[src/rtl/conv_pack_pkg.sv]
package conv_pack_pkg;

  typedef enum logic [1:0] {
    PK_OFF       = 2'b00,
    PK_SINGLE    = 2'b01,
    PK_HALF_PAIR = 2'b10,
    PK_BYTE_PAIR = 2'b11
  } pack_mode_e;

  localparam int WORD_W = 32;
  localparam int SLOT_W = 16;

  // One result per word, zero-extended.
  function automatic logic [WORD_W-1:0] word_single(input logic [SLOT_W-1:0] r);
    return {16'h0000, r};
  endfunction

  // Two half-word results; the first-named result goes in the upper half.
  function automatic logic [WORD_W-1:0] word_half_pair(input logic [SLOT_W-1:0] hi,
                                                       input logic [SLOT_W-1:0] lo);
    return {hi, lo};
  endfunction

  // Two byte results in the low half-word; the upper half-word is zero.
  function automatic logic [WORD_W-1:0] word_byte_pair(input logic [SLOT_W-1:0] hi,
                                                       input logic [SLOT_W-1:0] lo);
    return {16'h0000, hi[7:0], lo[7:0]};
  endfunction

endpackage

[src/rtl/conv_hold_fifo.sv]
module conv_hold_fifo #(
  parameter int W     = 12,
  parameter int DEPTH = 2
) (
  input  logic         clk,
  input  logic         rst_n,
  input  logic         flush,
  input  logic         push,
  input  logic         pop,
  input  logic [W-1:0] din,
  output logic [W-1:0] dout,
  output logic         empty,
  output logic         drop
);
  localparam int PW = (DEPTH > 1) ? $clog2(DEPTH) : 1;
  localparam int CW = $clog2(DEPTH + 1);

  logic [W-1:0]  mem [DEPTH];
  logic [PW-1:0] rd_ptr, wr_ptr;
  logic [CW-1:0] cnt;
  logic          full, wr_ok;

  function automatic logic [PW-1:0] bump(input logic [PW-1:0] p);
    return (p == PW'(DEPTH - 1)) ? '0 : p + 1'b1;
  endfunction

  assign full  = (cnt == CW'(DEPTH));
  assign empty = (cnt == '0);
  assign wr_ok = push && (!full || pop);
  assign drop  = push && full && !pop && !flush;
  assign dout  = mem[rd_ptr];

  always_ff @(posedge clk) begin
    if (!rst_n) begin
      rd_ptr <= '0;
      wr_ptr <= '0;
      cnt    <= '0;
    end else if (flush) begin
      rd_ptr <= '0;
      wr_ptr <= '0;
      cnt    <= '0;
    end else begin
      if (wr_ok) wr_ptr <= bump(wr_ptr);
      if (pop)   rd_ptr <= bump(rd_ptr);
      case ({wr_ok, pop})
        2'b10:   cnt <= cnt + 1'b1;
        2'b01:   cnt <= cnt - 1'b1;
        default: cnt <= cnt;
      endcase
    end
  end

  always_ff @(posedge clk) begin
    if (!flush && wr_ok) mem[wr_ptr] <= din;
  end

endmodule

[src/rtl/pack_step_seq.sv]
module pack_step_seq
  import conv_pack_pkg::*;
#(
  parameter int NUM_CONV = 3,
  parameter int IW       = 2
) (
  input  logic          clk,
  input  logic          rst_n,
  input  logic          restart,
  input  logic          advance,
  input  pack_mode_e    mode,
  output logic [IW-1:0] hi_idx,
  output logic [IW-1:0] lo_idx,
  output logic          pair_mode
);
  logic [IW-1:0] step;
  logic [IW-1:0] last_step;

  assign pair_mode = (mode == PK_HALF_PAIR) || (mode == PK_BYTE_PAIR);

  always_comb begin
    if (!pair_mode)         last_step = IW'(NUM_CONV - 1);
    else if (NUM_CONV == 3) last_step = IW'(2);
    else                    last_step = '0;
  end

  always_ff @(posedge clk) begin
    if (!rst_n || restart)  step <= '0;
    else if (advance)       step <= (step == last_step) ? '0 : step + 1'b1;
  end

  // Rotation table: step -> (upper, lower) converter index, 0-based.
  always_comb begin
    hi_idx = step;
    lo_idx = step;
    if (pair_mode) begin
      if (NUM_CONV == 3) begin
        case (step)
          IW'(0):  begin hi_idx = IW'(1); lo_idx = IW'(0); end
          IW'(1):  begin hi_idx = IW'(0); lo_idx = IW'(2); end
          default: begin hi_idx = IW'(2); lo_idx = IW'(1); end
        endcase
      end else begin
        hi_idx = IW'(1);
        lo_idx = IW'(0);
      end
    end
  end

endmodule

[src/rtl/conv_pack_dma.sv]
module conv_pack_dma
  import conv_pack_pkg::*;
#(
  parameter int NUM_CONV = 3,
  parameter int RES_W    = 12,
  parameter int DEPTH    = 2
) (
  input  logic                      clk,
  input  logic                      rst_n,
  input  logic [1:0]                mode_sel,
  input  logic [NUM_CONV-1:0]       conv_strobe,
  input  logic [NUM_CONV*RES_W-1:0] conv_result,
  input  logic                      overrun_clr,
  input  logic                      word_ready,
  output logic                      word_valid,
  output logic [WORD_W-1:0]         word_data,
  output logic                      overrun
);
  localparam int IW = $clog2(NUM_CONV);

  pack_mode_e          mode_e;
  logic [1:0]          mode_q;
  logic                mode_en, mode_chg, flush_all;
  logic [NUM_CONV-1:0] empty_vec, drop_vec, pop_vec, hi_oh, lo_oh;
  logic [RES_W-1:0]    res_head [NUM_CONV];
  logic [SLOT_W-1:0]   head16   [NUM_CONV];
  logic [IW-1:0]       hi_idx, lo_idx;
  logic                pair_mode, need_ok, out_free, load_evt, drop_any;
  logic [WORD_W-1:0]   new_word;

  assign mode_e    = pack_mode_e'(mode_sel);
  assign mode_en   = (mode_e != PK_OFF);
  assign mode_chg  = (mode_sel != mode_q);
  assign flush_all = !mode_en || mode_chg;

  always_ff @(posedge clk) begin
    if (!rst_n) mode_q <= 2'b00;
    else        mode_q <= mode_sel;
  end

  for (genvar i = 0; i < NUM_CONV; i++) begin : g_store
    conv_hold_fifo #(.W(RES_W), .DEPTH(DEPTH)) u_store (
      .clk   (clk),
      .rst_n (rst_n),
      .flush (flush_all),
      .push  (conv_strobe[i] && !flush_all),
      .pop   (pop_vec[i]),
      .din   (conv_result[i*RES_W +: RES_W]),
      .dout  (res_head[i]),
      .empty (empty_vec[i]),
      .drop  (drop_vec[i])
    );
    assign head16[i] = SLOT_W'(res_head[i]);
  end

  pack_step_seq #(.NUM_CONV(NUM_CONV), .IW(IW)) u_seq (
    .clk       (clk),
    .rst_n     (rst_n),
    .restart   (flush_all),
    .advance   (load_evt),
    .mode      (mode_e),
    .hi_idx    (hi_idx),
    .lo_idx    (lo_idx),
    .pair_mode (pair_mode)
  );

  assign need_ok  = pair_mode ? (!empty_vec[hi_idx] && !empty_vec[lo_idx])
                              : !empty_vec[lo_idx];
  assign out_free = !word_valid || word_ready;
  assign load_evt = !flush_all && need_ok && out_free;
  assign hi_oh    = NUM_CONV'(1) << hi_idx;
  assign lo_oh    = NUM_CONV'(1) << lo_idx;
  assign pop_vec  = load_evt ? (lo_oh | (pair_mode ? hi_oh : '0)) : '0;
  assign drop_any = |drop_vec;

  always_comb begin
    case (mode_e)
      PK_SINGLE:    new_word = word_single(head16[lo_idx]);
      PK_HALF_PAIR: new_word = word_half_pair(head16[hi_idx], head16[lo_idx]);
      PK_BYTE_PAIR: new_word = word_byte_pair(head16[hi_idx], head16[lo_idx]);
      default:      new_word = '0;
    endcase
  end

  always_ff @(posedge clk) begin
    if (!rst_n) begin
      word_valid <= 1'b0;
      word_data  <= '0;
    end else if (!mode_en) begin
      word_valid <= 1'b0;
    end else if (load_evt) begin
      word_valid <= 1'b1;
      word_data  <= new_word;
    end else if (word_ready) begin
      word_valid <= 1'b0;
    end
  end

  always_ff @(posedge clk) begin
    if (!rst_n)           overrun <= 1'b0;
    else if (drop_any)    overrun <= 1'b1;
    else if (overrun_clr) overrun <= 1'b0;
  end

endmodule

[config.mk]
export PLATFORM = sky130hd
export DESIGN_NAME = conv_pack_dma
export DESIGN_NICKNAME = d
export VERILOG_FILES = /design/src/rtl/conv_pack_pkg.sv /design/src/rtl/conv_hold_fifo.sv /design/src/rtl/pack_step_seq.sv /design/src/rtl/conv_pack_dma.sv
export SDC_FILE = /design/constraint.sdc
export NUM_CORES = 1
export LEC_CHECK = 0
export ABC_AREA = 1
export ABC_CLOCK_PERIOD_IN_PS = 2600
export BUFFER_PORTS_ARGS = -buffer_cell sky130_fd_sc_hd__buf_2
export CAP_MARGIN = 10
export CELL_PAD_IN_SITES_DETAIL_PLACEMENT = 2
export CELL_PAD_IN_SITES_GLOBAL_PLACEMENT = 2
export CORE_MARGIN = 2
export CORE_UTILIZATION = 32
export CTS_CLUSTER_DIAMETER = 60
export DETAILED_ROUTE_END_ITERATION = 6
export GPL_TIMING_DRIVEN = 0
export PLACE_DENSITY = 0.73
export SYNTH_ARGS = -nofsm -noshare
export SYNTH_HDL_FRONTEND = slang
export SYNTH_SLANG_ARGS = --single-unit
[constraint.sdc]
create_clock -name clk -period 2.6 [get_ports clk]
set_clock_uncertainty 0.2 [all_clocks]
set_input_delay 0.52 -clock clk [delete_from_list [all_inputs] [get_ports clk]]
set_output_delay 0.52 -clock clk [all_outputs]
set_load 0.02 [all_outputs]
# Word-level counts from Yosys, hierarchy flattened
# Memory sizes are Yosys's and may differ from the RTL's. A register that Yosys moved wholly into a read port is not among the register bits.
# Cells that the tools add are included.
# word_totals
register_bits	50
latchBits	0
ram_bits	72
mem_bits_ro	0
output_inout_bits	34
elab_cells	153
memories	3
# mem_list
name	depth	word_bits	rd	rd_ports_with_merged_regs	wr	line	rtl
g_store[0].u_store.mem	2	12	1	1	1	conv_hold_fifo.sv:18	logic [W-1:0] mem [DEPTH];
g_store[1].u_store.mem	2	12	1	1	1	conv_hold_fifo.sv:18	
g_store[2].u_store.mem	2	12	1	1	1	conv_hold_fifo.sv:18	
# classes
add_sub_neg	13
mul	0
n_div	0
order_cmp	4
n_eq_ne	15
shift	2
n_mux	44
bitwise	4
n_reduce_logical	54
# op_table
op	count
32-bit one-hot mux with 3 select lines	1
16-bit binary-select mux with 2-bit select	2
16-bit two-way mux	4
1-bit two-way mux	25
1-bit logical AND	21
2-bit one-hot mux with 2 select lines	5
2-bit equality test (second input constant)	9
1-bit zero test	12
2-bit nonzero test	6
2-bit by 1-bit equality test with 1-bit output (second input constant)	5
2-bit by 1-bit adder with 2-bit output (second input constant)	4
2-bit zero test	4
1-bit logical OR	7
1-bit adder (second input constant)	6
3-bit >= comparator (second input constant)	2
2-bit by 3-bit less-than comparator with 1-bit output (second input constant)	2
2-bit two-way mux	3
3-bit two-way mux	2
2-bit inverter with 3-bit output	2
1-bit by 2-bit << shifter with 3-bit output (first input constant)	2
2-bit by 1-bit subtractor with 2-bit output (second input constant)	3
1-bit binary-select mux with 2-bit select	2
2-bit AND reduction	2
3-bit OR	1
4 further kinds	4

# Depth between registers and ports, before layout
# depth
depth_word	16
mapped_depth	15

# Hierarchy
# Synthesis repeated with hierarchy kept, for this count alone.
# unflattened
hier_cells	678
hier_area_um2	5873.1
# modules_own_cells
module	n_inst	cells_each	area_per_inst_um2
conv_hold_fifo	3	74	1103.6
conv_pack_dma	1	431	2414.8
pack_step_seq	1	25	147.6

# Least setup slack after synthesis
# Ideal clock, no wire load.
# synth_timing
kind	input to register
from	input mode_sel[1]
to	memory g_store[0].u_store.mem[1][0] (enable)
arrival_time_ps	2022
t_required_ps	2020
setup_slack_ps	-2
stages	11
path_buffers	0
path_cell_list	inv_2 -> nand2_2 -> nand2_1 -> nor2_1 -> nand2_1 -> nand2_1 -> nor2_2 -> nand4_1 -> nand2_1 -> nand2_1 -> nor2_1
# synth_via
elab_chain_len	16
word_cells_on_any_way	31
classes_between	eq/ne: 3; shift: 2; mux: 11; bitwise: 1; reduce/logical: 14
# synth_lines
element	line	rtl
start: declaration	conv_pack_dma.sv:10	input logic [1:0] mode_sel,
2-bit equality test	pack_step_seq.sv:19	assign pair_mode = (mode == PK_HALF_PAIR) || (mode == PK_BYTE_PAIR);
1-bit logical OR	pack_step_seq.sv:19	
2-bit two-way mux	pack_step_seq.sv:36	if (pair_mode) begin
1-bit binary-select mux with 2-bit select (on tied branches)	conv_pack_dma.sv:67, conv_pack_dma.sv:68	
1-bit two-way mux (on tied branches)	conv_pack_dma.sv:67, conv_pack_dma.sv:68	
1-bit zero test (on tied branches)	conv_pack_dma.sv:67, conv_pack_dma.sv:68	
1-bit logical AND	conv_pack_dma.sv:67	assign need_ok = pair_mode ? (!empty_vec[hi_idx] && !empty_vec[lo_idx])
1-bit two-way mux	conv_pack_dma.sv:67	
1-bit logical AND (2 in a row)	conv_pack_dma.sv:70	assign load_evt = !flush_all && need_ok && out_free;
3-bit two-way mux	conv_pack_dma.sv:73	assign pop_vec = load_evt ? (lo_oh | (pair_mode ? hi_oh : '0)) : '0;
1-bit logical OR	conv_hold_fifo.sv:29	assign wr_ok = push && (!full || pop);
1-bit logical AND	conv_hold_fifo.sv:29	
1-bit logical AND *	conv_hold_fifo.sv:54	if (!flush && wr_ok) mem[wr_ptr] <= din;
1-bit two-way mux *	conv_hold_fifo.sv:54	
1-bit two-way mux (not written as such) *	conv_hold_fifo.sv:54	
end: declaration	conv_hold_fifo.sv:18	
# Mark *: on every way between the ends. The rest lies on a longest branch, timed or not. The select of a mux whose other input is x is not followed.

# Final worst setup path
# layout_timing
from	register u_seq.step[1]
to	register g_store[1].u_store.cnt[1]
# layout_via
elab_chain_len	15
word_cells_on_any_way	27
classes_between	eq/ne: 3; shift: 2; mux: 12; bitwise: 1; reduce/logical: 9
# layout_lines
element	line	rtl
start: declaration	pack_step_seq.sv:16	logic [IW-1:0] step;
start signal: assignment	pack_step_seq.sv:29	else if (advance) step <= (step == last_step) ? '0 : step + 1'b1;
2-bit by 1-bit equality test with 1-bit output / 2-bit zero test (equally long branches)	pack_step_seq.sv:38	case (step)
2-bit one-hot mux with 2 select lines	pack_step_seq.sv:38	
2-bit two-way mux	pack_step_seq.sv:36	
1-bit binary-select mux with 2-bit select (on tied branches)	conv_pack_dma.sv:67, conv_pack_dma.sv:68	
1-bit two-way mux (on tied branches)	conv_pack_dma.sv:67, conv_pack_dma.sv:68	
1-bit zero test (on tied branches)	conv_pack_dma.sv:67, conv_pack_dma.sv:68	
1-bit logical AND	conv_pack_dma.sv:67	
1-bit two-way mux	conv_pack_dma.sv:67	
1-bit logical AND (2 in a row)	conv_pack_dma.sv:70	
3-bit two-way mux *	conv_pack_dma.sv:73	
1-bit logical OR	conv_hold_fifo.sv:29	
1-bit logical AND	conv_hold_fifo.sv:29	
2-bit by 1-bit equality test with 1-bit output / 2-bit equality test (equally long branches)	conv_hold_fifo.sv:45	case ({wr_ok, pop})
2-bit one-hot mux with 2 select lines / 2-bit nonzero test (equally long branches)	--	
end signal: assignment	conv_hold_fifo.sv:46	2'b10: cnt <= cnt + 1'b1;
end signal: assignment	conv_hold_fifo.sv:47	2'b01: cnt <= cnt - 1'b1;
end signal: assignment	conv_hold_fifo.sv:48	default: cnt <= cnt;
end: declaration	conv_hold_fifo.sv:20	logic [CW-1:0] cnt;
# Marks and branches as above.
# A chain may end at the register's enable or synchronous reset.

==> reports/qor.csv <==
metric;value;unit
clk_pin_slew_worst_paths;60;ps
syn_area;5328;um^2
grt_pass1_wl;28310;um
required;2700;ps
portBuffers;74;
hp-class;input port to register;
slowest_stage;dfxtp_2;
status;finished, final reports clean;
start_util;32.47;%
fin_crit;2545;ps
pwr-share-clk;47.7;%
wl;18060;um
setup_viol;0;
seqPwrFrac;45.3;%
num-nets-final;735;
cp_max_fo;7;
hold_viol;0;
post_synth.cell_area_avg;9.265;um^2
endpoint_kind;register;
gp_congestion;0.8258;
cts_tree;built;
grt_antenna_before_repair;0;
tightest_slew;719.9;ps
leakage;2.766;nW
syn-instance-count;575;
ant_nets;0;
fmaxAchievable;392.9;MHz
irDropWorstVdd;0.0004375;V
cts_num_sinks;121;
vias_per_cell;4.975;
grt_pass1_vias;5111;
grtUsageTotal;21.44;%
numCtsBuffers;17;
core-area;16410;um^2
power.density;665.9;nW/um^2
routedWlPerCell;19.63;um
die_height;133.0;um
crit_chain;buf_8 -> nor2_4 -> nand2_4 -> nand3_1 -> nand3_2 -> nand2_2 -> nand4_1 -> nand2_2 -> nand2_2 -> ha_1 -> a21oi_2 -> o21ai_1 -> xor2_1 -> nor2_1;
die_area;17700;um^2
critPathArrivalTime;2650;ps
num_vias;4577;
htreeDepth;4;
ys_seq_area_share;58.99;%
drv_slew;0;
clk-insertion-delay-late;430;ps
crit_type;register to register;
pwr-share-comb;6.9;%
diodes;0;
clock_path_buffers;2;
place_area;5992;um^2
final_cell_mix;nand2_1 (103), buf_2 (78), edfxtp_1 (72);
cp_slowest_stage_delay;340;ps
final_layout_size_suffix_gt1_share;26.43;%
cts-root-buf;clkbuf_16;
dpl.hpwl;12930;um
netSwitchingPower;1.116;mW
critPathTopFamily;simple AND/OR/NAND/NOR gates;
switching_share;24.36;%
finalInstanceArea;6877;um^2
final_common_cell;nand2_1;
drc;0;
fin_tns_setup;0;ps
p_int;3.464;mW
die_width;133.0;um
synthDistinctLibCells;34;
grt_overflow;0;
drtPass1Iterations;4;
yosys_warnings;0;
maxSlewHeadroom;51.83;%
cts.hold.buffers_added;0;
ios;79;
area_growth;29.07;%
final.period_utilization;97.88;%
ys_ff_latch;121;
grt_max_degree;17;
critPathLaunchType;register;
rows;47;
grt_setup_unrepaired;true;
crit_buf_inv;1;
drv_cap;0;
drt_iter0_markers;209;
path_common_cell;nand2_2;
[state kept, by name, summed over array words and instances, names as in the netlist, named ones only]
name                    flops
g_store.u_store.cnt         6
g_store.u_store.mem        72
g_store.u_store.rd_ptr      3
g_store.u_store.wr_ptr      3
mode_q                      2
overrun                     1
u_seq.step                  2
word_data                  28
word_valid                  1
[per-stage QoR]
stage                     instances  setup slack (ps)  util, %  power (mW)  hold WS [ps]
final                           920             55.11    41.91       4.579         76.02
after global routing            920            -141.4    41.91       4.739         64.05
after CTS                       912            -39.40    40.59       4.603         63.78
after detailed placement        872            -617.7    36.52       2.398         256.1
after global placement          872            -554.8    36.52       2.382         249.6
after floorplan                 578             91.41        -       2.271         240.8
[logic make-up after synthesis]
kind of cell	share of synthesized area, %
and+or+nand+nor	17.92
DFF	58.99
AOI/OAI and AO/OA	12.33
buffers and inverters	7.374
xor gates and xnor gates	1.480
muxes	1.127
adders and majority gates	0.7046
other	0.07039
[timing repair]
action | 4_1_cts | 5_1_grt
gates resized for setup | 22 | 40
setup buffers | 8 | 8
pin swaps | 11 | 15
setup endpoints to repair | 78 | 64
hold endpoints to repair | 0 | 0
[cell usage after synthesis]
cell type | count | area (um^2)
buf_1 | 1 | 3.750
mux2i_1 | 6 | 60.06
nand2_1 | 118 | 442.9
nor2_2 | 3 | 18.77
nand2_2 | 1 | 6.260
dfxtp_1 | 49 | 980.9
a21oi_1 | 30 | 150.1
edfxtp_1 | 72 | 2162
xor2_1 | 9 | 78.83
o211a_1 | 1 | 10.01
inv_1 | 58 | 217.7
a21boi_0 | 1 | 7.510
o221ai_1 | 2 | 17.52
o31ai_1 | 7 | 52.55
nand3_1 | 31 | 155.2
nand3_2 | 1 | 10.01
o31ai_2 | 1 | 12.51
ha_1 | 3 | 37.54
a211oi_1 | 1 | 7.510
nor2_8 | 1 | 20.02
conb_1 | 1 | 3.750
o21ai_0 | 55 | 275.3
inv_2 | 2 | 7.510
nor2_1 | 64 | 240.2
buf_6 | 3 | 33.78
nand4_1 | 5 | 31.28
nor3_1 | 6 | 30.03
clkbuf_1 | 12 | 45.04
buf_4 | 8 | 60.06
o22ai_1 | 3 | 18.77
a2bb2oi_1 | 1 | 8.760
o211ai_1 | 7 | 52.55
buf_2 | 5 | 25.02
a31oi_1 | 7 | 43.79
[power by group through the flow]
stage | Sequential, mW | Combinational [mW] | Clock [mW]
after detailed placement | 2.12 | 0.281 | 0
after CTS | 2.08 | 0.296 | 2.23
after floorplan | 2.12 | 0.151 | 0
after global placement | 2.11 | 0.268 | 0
final | 2.07 | 0.318 | 2.19
after global routing | 2.08 | 0.350 | 2.31
[layer usage]
layer  vias to the layer above  global-route usage (%)  share of wire [%]
met3                        23                   4.866                4.7
met5                         -                       0                  0
met4                         0                   7.826                2.0
met2                       115                   38.03                 52
li1                       2163                       -                  -
met1                      2276                   25.37                 41
[layout make-up]
type                            instances  area, um^2
Multi-Input combinational cell        368        1969
Clock buffer                           19       432.9
Clock inverter                         13       106.4
Fill cell                            1781        9530
Buffer                                 29       188.9
Sequential cell                       121        3151
Timing Repair Buffer                   90       518.0
Inverter                               60       235.2
Tap cell                              220       275.3
[path summary, 6_finish.rpt]
check / startpoint / endpoint / slack [ps] / depth (start not counted)
max reg2reg: u_seq.step[1] / g_store[1].u_store.cnt[1] / 60 / 14
max: u_seq.step[1] / g_store[1].u_store.cnt[1] / 60 / 14
min reg2reg: word_data[26] / word_data[26] / 270 / 2
min: conv_result[17] / g_store[1].u_store.mem[1][5] / 80 / 1
Power figures use the tool's default switching activity.
